## src/rtl/hdlc_rx_assembler.sv

```systemverilog
module hdlc_rx_assembler #(
  parameter int MAX_LEN = 72,
  parameter int POOL    = 32,
  localparam int IW = $clog2(MAX_LEN),
  localparam int RW = $clog2(POOL + 1)
) (
  input  logic          clk,
  input  logic          rst_n,
  input  logic          ext_mode,
  input  logic          pool_full,
  input  logic          msg_end,
  input  logic          fifo_ovf,
  input  logic [7:0]    rx_status,
  input  logic [7:0]    rx_count,
  output logic          fifo_rd,
  input  logic [7:0]    fifo_data,
  output logic          ack,
  output logic          idle,
  output logic          out_valid,
  output logic [7:0]    out_data,
  output logic          out_last,
  output logic [IW-1:0] out_len
);
  typedef enum logic [1:0] {S_IDLE, S_READ, S_ACK, S_EMIT} state_t;

  state_t        state;
  logic [7:0]    mem [MAX_LEN];
  logic [IW-1:0] wr, rd;
  logic [RW-1:0] rem;
  logic          is_end, drop;

  logic [RW-1:0] res_cnt;
  logic [IW:0]   sum_end, sum_pool;
  logic          stat_ok, over_end, over_pool;
  logic [IW-1:0] strip;

  assign res_cnt   = (rx_count[4:0] == 5'd0) ? RW'(POOL) : RW'(rx_count[4:0]);
  assign stat_ok   = ext_mode ? ((rx_status & 8'hF0) == 8'hA0)
                              : ((rx_status & 8'h70) == 8'h20);
  assign sum_end   = {1'b0, wr} + (IW+1)'(res_cnt);
  assign sum_pool  = {1'b0, wr} + (IW+1)'(POOL);
  assign over_end  = sum_end  >= (IW+1)'(MAX_LEN);
  assign over_pool = sum_pool >= (IW+1)'(MAX_LEN);
  assign strip     = IW'(ext_mode);

  assign idle      = state == S_IDLE;
  assign fifo_rd   = state == S_READ;
  assign ack       = state == S_ACK;
  assign out_valid = state == S_EMIT;
  assign out_data  = mem[rd];
  assign out_last  = out_valid && (rd == out_len - IW'(1));

  always_ff @(posedge clk)
    if (state == S_READ) mem[wr] <= fifo_data;

  always_ff @(posedge clk) begin
    if (!rst_n) begin
      state   <= S_IDLE;
      wr      <= '0;
      rd      <= '0;
      rem     <= '0;
      is_end  <= 1'b0;
      drop    <= 1'b0;
      out_len <= '0;
    end else begin
      case (state)
        S_IDLE: begin
          if (fifo_ovf && ext_mode) begin
            is_end <= 1'b0;
            state  <= S_ACK;
          end else if (msg_end) begin
            is_end <= 1'b1;
            if (!stat_ok) begin
              drop  <= 1'b1;
              state <= S_ACK;
            end else if (over_end) begin
              drop  <= 1'b1;
              wr    <= '0;
              state <= S_ACK;
            end else begin
              drop  <= 1'b0;
              rem   <= res_cnt;
              state <= S_READ;
            end
          end else if (pool_full) begin
            is_end <= 1'b0;
            if (over_pool) begin
              wr    <= '0;
              state <= S_ACK;
            end else begin
              rem   <= RW'(POOL);
              state <= S_READ;
            end
          end
        end
        S_READ: begin
          wr  <= wr + IW'(1);
          rem <= rem - RW'(1);
          if (rem == RW'(1)) state <= S_ACK;
        end
        S_ACK: begin
          state <= S_IDLE;
          if (is_end) begin
            wr <= '0;
            if (!drop && wr > strip) begin
              out_len <= wr - strip;
              rd      <= '0;
              state   <= S_EMIT;
            end
          end
        end
        S_EMIT: begin
          rd <= rd + IW'(1);
          if (rd == out_len - IW'(1)) state <= S_IDLE;
        end
        default: state <= S_IDLE;
      endcase
    end
  end
endmodule


```

## config.mk

```make
export PLATFORM = sky130hd
export DESIGN_NAME = hdlc_rx_assembler
export DESIGN_NICKNAME = d
export VERILOG_FILES = /design/src/rtl/hdlc_rx_assembler.sv
export SDC_FILE = /design/constraint.sdc
export NUM_CORES = 1
export LEC_CHECK = 0
export CORE_ASPECT_RATIO = 0.9
export CORE_MARGIN = 2
export CORE_UTILIZATION = 35
export DETAILED_ROUTE_END_ITERATION = 16
export GPL_TIMING_DRIVEN = 0
export PLACE_DENSITY = 0.61
export SETUP_SLACK_MARGIN = 0.05
export SLEW_MARGIN = 25
export SYNTH_ARGS = -nofsm -noshare
export SYNTH_HDL_FRONTEND = slang
export SYNTH_SLANG_ARGS = --single-unit
```

## constraint.sdc

```tcl
create_clock -name clk -period 4.35 [get_ports clk]
set_input_delay 0.87 -clock clk [delete_from_list [all_inputs] [get_ports clk]]
set_output_delay 0.87 -clock clk [all_outputs]
set_load 0.02 [all_outputs]
```

# Word level (Yosys, flattened, before mapping)
# Memories as Yosys holds them, arrays and structs flattened. A register that Yosys moved wholly into a read port is not among the register bits.
# Cells that the tools add are included.
# classes
add_sub_neg	7
magnitude_cmp	3
eq_ne	19
n_mux	40
n_bitwise	1
reduce_logical	17
# ops
operator	n
2-to-1 mux 7 bit	11
2-to-1 mux 6 bit	7
case mux 7 bit (3 select lines)	1
2-to-1 mux 2 bit	10
greater-or-equal comparator 8 x 7 -> 1 bit (second input constant)	2
adder 7 x 1 -> 7 bit (second input constant)	2
case mux 7 bit (2 select lines)	1
case mux 6 bit (2 select lines)	1
AND reduction 3 bit	4
!= test 3 x 2 -> 1 bit (second input constant)	3
!= test 3 bit (second input constant)	3
adder 7 x 6 -> 8 bit	1
adder 7 x 6 -> 8 bit (second input constant)	1
2-to-1 mux 1 bit	8
!= test 2 x 1 -> 1 bit (second input constant)	4
case mux 2 bit (4 select lines)	1
== test 7 bit	1
greater-than comparator 7 x 1 -> 1 bit	1
AND reduction 7 bit	1
subtractor 7 x 1 -> 7 bit	1
subtractor 7 x 1 -> 7 bit (second input constant)	1
== test 6 x 1 -> 1 bit (second input constant)	1
AND reduction 6 bit	1
nonzero test 3 bit	2
14 further kinds	18
# totals
regBits	31
ramBits	576
inputBits	30
out_inout_bits	20
word_cells	95
n_memories	1
# memory_table
memory	words	word_bits	read_ports	rd_clocked_by_memory_dff	wr	line	text
mem	72	8	1	1	1	27	logic [7:0] mem [MAX_LEN];

# Longest topological paths before layout
# depth
depth_word	9
mapped_depth	11
depth_no_buf	10

# Worst setup path before layout
# No wires, ideal clock.
# synth_timing
path_type	input port to flip-flop
startpoint	in rx_count[0]
endpoint	reg rem[2]
setup_time_ns	0.116
arrival_ns	3.317
t_required_ns	4.234
setup_slack_ns	0.917
cell_stages	11
n_path_buf	1
cell_sequence	clkbuf_1 > ha_1 > fa_1 > maj3_1 > maj3_1 > mux2i_1 > o21a_2 > o21ai_1 > a32oi_1 > and2b_1 > o211a_1
# synth_between
elab_chain_cells	7
elab_cells_between_ends	11
classes_between	add/sub: 1; order compare: 1; eq/ne: 1; mux: 6; reduce/logical: 2
# synth_rtl
item	line	text
start: declaration	14	input logic [7:0] rx_count,
zero test 5 bit	37	assign res_cnt = (rx_count[4:0] == 5'd0) ? RW'(POOL) : RW'(rx_count[4:0]);
2-to-1 mux 6 bit (*)	37	
branches (longest 5 deep; another with adder 7 x 6 -> 8 bit)	n/a	
end signal: assignment	82	rem <= res_cnt;
end signal: assignment	91	rem <= RW'(POOL);
end signal: assignment	98	rem <= rem - RW'(1);
end: declaration	29	logic [RW-1:0] rem;
# Mark *: on every way between the ends. The select of a mux whose other input is x is not followed.
# A chain may end at the register's enable or synchronous reset.

==> impl_results.md <==
- Worst EP required: about 3.5 ns
- Final critical-path setup slack: -0.0221 ns
- Count of routing violations after the opening detailed-route iteration: roughly 1,300
- Switching fraction of total power: about a quarter
- Detailed placer's ending HPWL: 38,400 um
- Tightest Pin Transition: 1.03 ns
- Cell total after placement: 2,252
- Register bit total from synthesis: 614
- Non-filler instance count after layout: 2,373
- Vertical die dimension: 257 um
- Average wire per cell in the routed design: 24.5 um
- Initial antenna violation count: 0
- Worst Setup End Kind: primary output
- RSZ-0062 raised after global routing: true
- Count of inserted antenna diode cells: 0
- Internal power contribution: 10.0 mW
- Outcome: finished with violations
- Area of the die: 73,000 um2
- Leak Pwr: 8.75 nW
- Total power draw: 13.1 mW
- Most repeated cell in the gate-level netlist after synthesis: edfxtp_1
- Maximum number of pins on one net before global-route repair: 73
- DRC errors left: 0
- Aggregate routed wire length: 58,100 um
- Highest Clock Rate: between 200 and 250 MHz
- Number of global-route vias before repair: 12,600
- DR pass1 iterations: 5
- Synth unique cells: 65
- Total number of yosys warnings: 0
- Routed via count: 12,500
- Width of the die: 285 um
- Pre-CTS setup slack: -0.804 ns
- Routability-driven placement congestion ratio: between 0.8 and 0.9
- Initial core utilization: a little over a third
- Number of instances in the synthesized netlist: 1,264
- Clock input transition at the sequential cells of the worst setup and hold paths: 0.06 ns
- Clk network pwr share: 38.9%
- First-pass GRT wire length: 85,300 um
- Number of ports placed on the die boundary: 50
- Worst vdd rail ir drop: 0.000314 V
- Most instantiated flip-flop cell in the synthesis netlist: edfxtp_1
- Data arrival, critical path: around 3.5 ns
- Sw Pwr: 3.11 mW
- Part of the total power dissipated in sequential elements: 50.0%
- Share of the clock period used by the worst path: 101%
- Root buffer cell: clkbuf_16
- Async S/R FF share, synth: 0%
- Post-detailed-placement cell area: ~27,000 um2
- Gate power share: roughly 11%
- Total standard cell area after synthesis: 24,800 um2
- Count of endpoints failing hold in the final timing report: 0
- Fraction of layout instances using a drive strength above 1: about a quarter
- Post-synth net total: 1,311
- DRT antenna net count: 0
- Per-cell via count in the routed design: 5.28
- Worst skew pair latency: 0.64 ns
- Total power divided by cell area: approximately 460 nW/um2
- EDFF count, synth: 576
- Final global-route overflow total: 0
- Share of synthesized area occupied by flip-flops and latches: approximately 73%
- Max Buffers Root-to-Sink: 3
- Startpoint class of the critical path: flip-flop
- Largest driver fanout on the critical path: 6
- Post-route cell area: 28,800 um2
- Worst clock skew on the final layout: about 0.036 ns
- Net total in the final layout: 1,428
- Max-Cap Viols: 0
- Average instance area after synthesis: 19.6 um2
- Hold WC Path Type: flip-flop to flip-flop
- Global Route Usage Sum: 15.8%
- Worst setup path category: flip-flop to primary output
- Setup violations, final: 6
- Final Slew Violations: 0
- Final Critical Period: 4.37 ns
- CTS tree: built
- Area of the placeable core: ~70,000 um2
- Violated checks: setup timing
- Area growth syn-to-layout: 16.0%
- Leading post-synthesis cells by instance count: edfxtp_1, mux4_2, nor2_1
- Sink count of the clock tree: 614
- Area leader, netlist: edfxtp_1
- Inserted Clock Buffers: 61
- Number of buffers inserted by port buffering: 41
- Portion of synthesized cell area occupied by the leading cell type: 69.8%
- Slew HR: 30.7%
- # rows: 92
- Top post-synthesis cells by area: edfxtp_1, mux4_2, dfxtp_1
- CTS HTree Levels: 2
sequential cells by signal, summed over array words and instances (netlist names), named ones only:
signal   flops
drop         1
wr           7
rem          6
mem        576
rd           7
state        2
out_len      7
is_end       1
per-stage QoR:
stage	TNS (ns)	util [%]	hold slack, ns
after floorplan	0	-	0.448
after global placement	-5.99	37.6	0.468
after detailed placement	-6.00	37.8	0.480
after CTS	-0.530	40.8	0.489
after global routing	-0.538	41.0	0.511
final	-0.0576	41.0	0.486
placed cells by master, fill, tap and decap left out, types with 5 or more instances in the layout:
cell / instances
buf_4: 21
edfxtp_1: 576
clkinv_1: 15
clkdlybuf4s50_1: 25
nor2b_1: 5
or2_2: 6
inv_1: 12
clkbuf_2: 11
ha_1: 16
nor2_4: 6
nand2b_1: 6
xnor2_1: 9
dfxtp_1: 37
nand3_1: 21
buf_2: 6
o21ai_0: 17
mux4_2: 184
a41oi_1: 5
clkbuf_16: 64
mux2i_1: 10
buf_1: 5
nor2_1: 110
clkinv_2: 10
buf_6: 7
a211oi_1: 7
nor3_1: 6
a21oi_1: 32
nand2_1: 40
clkbuf_1: 44
buf_12: 11
xor2_1: 8
o21ai_1: 5
final cells by class:
type                       count  area (um2)
fill                        6174       41300
sequential                   614       18100
multi-input combinational    563        6400
clock buffer                  76        1590
tap                          940        1180
timing repair buffer          54         613
buffer                        71         508
clock inverter                39         343
inverter                      16        60.1
worst max-delay path: stages, from the launching register on:
cell and delay [ns]:
dfxtp_4 0.37, buf_12 0.15, buf_12 0.15, clkbuf_16 0.17
mux4_2 0.56, mux4_2 0.51, mux4_2 0.53, nor2_4 0.12
a21oi_1 0.08, buf_2 0.20
power groups by stage:
stage | clock network, mW | registers [mW] | logic [mW]
final | 5.10 | 6.56 | 1.46
after global routing | 5.40 | 6.56 | 1.56
after CTS | 5.19 | 6.56 | 1.42
after floorplan | 0 | 6.67 | 0.870
after detailed placement | 0 | 6.68 | 1.38
after global placement | 0 | 6.69 | 1.35
repair_timing:
| action | CTS | global route |
|---|---|---|
| endpoints found under the hold margin | 0 | 0 |
| setup buffers | 2 | 0 |
| gates resized for setup | 96 | 17 |
| setup endpoints to repair | 8 | 8 |
| gates cloned | 1 | 3 |
| hold buffers | 0 | 0 |
| pin swaps | 1 | 1 |
per-layer routing:
| layer | GRT usage [%] | share of wire [%] | wire [um] |
|---|---|---|---|
| met4 | 4.31 | 2.2 | 1290 |
| met5 | 0 | 0 | 0 |
| met3 | 2.77 | 5.8 | 3390 |
| met2 | 24.8 | 47 | 27200 |
| met1 | 22.8 | 45 | 26200 |
logic make-up (layout without fill, tap and decap cells):
kind of cell,Yosys count,count (layout),share of synthesized area [%]
DFF,614,614,72.8
and+or+nand+nor,226,226,4.07
muxes,195,195,17.2
AOI/OAI and AO/OA,106,106,2.83
buffers and inverters,87,256,1.56
adders and majority gates,19,19,0.969
xor gates and xnor gates,17,17,0.600
worst paths after layout:
| path | from | endpoint | slack [ns] | cells after the start |
|---|---|---|---|---|
| min reg2reg | rem[1]$_SDFFE_PN0P_ | rem[1]$_SDFFE_PN0P_ | 0.49 | 2 |
| max | flip-flop | out_data[1] | -0.02 | 9 |
| max reg2reg | state[0]$_SDFFE_PN0P_ | mem[65][3]$_DFFE_PP_ | 0.67 | 7 |
| min | rem[1]$_SDFFE_PN0P_ | rem[1]$_SDFFE_PN0P_ | 0.49 | 2 |
Power figures use the tool's default switching activity.
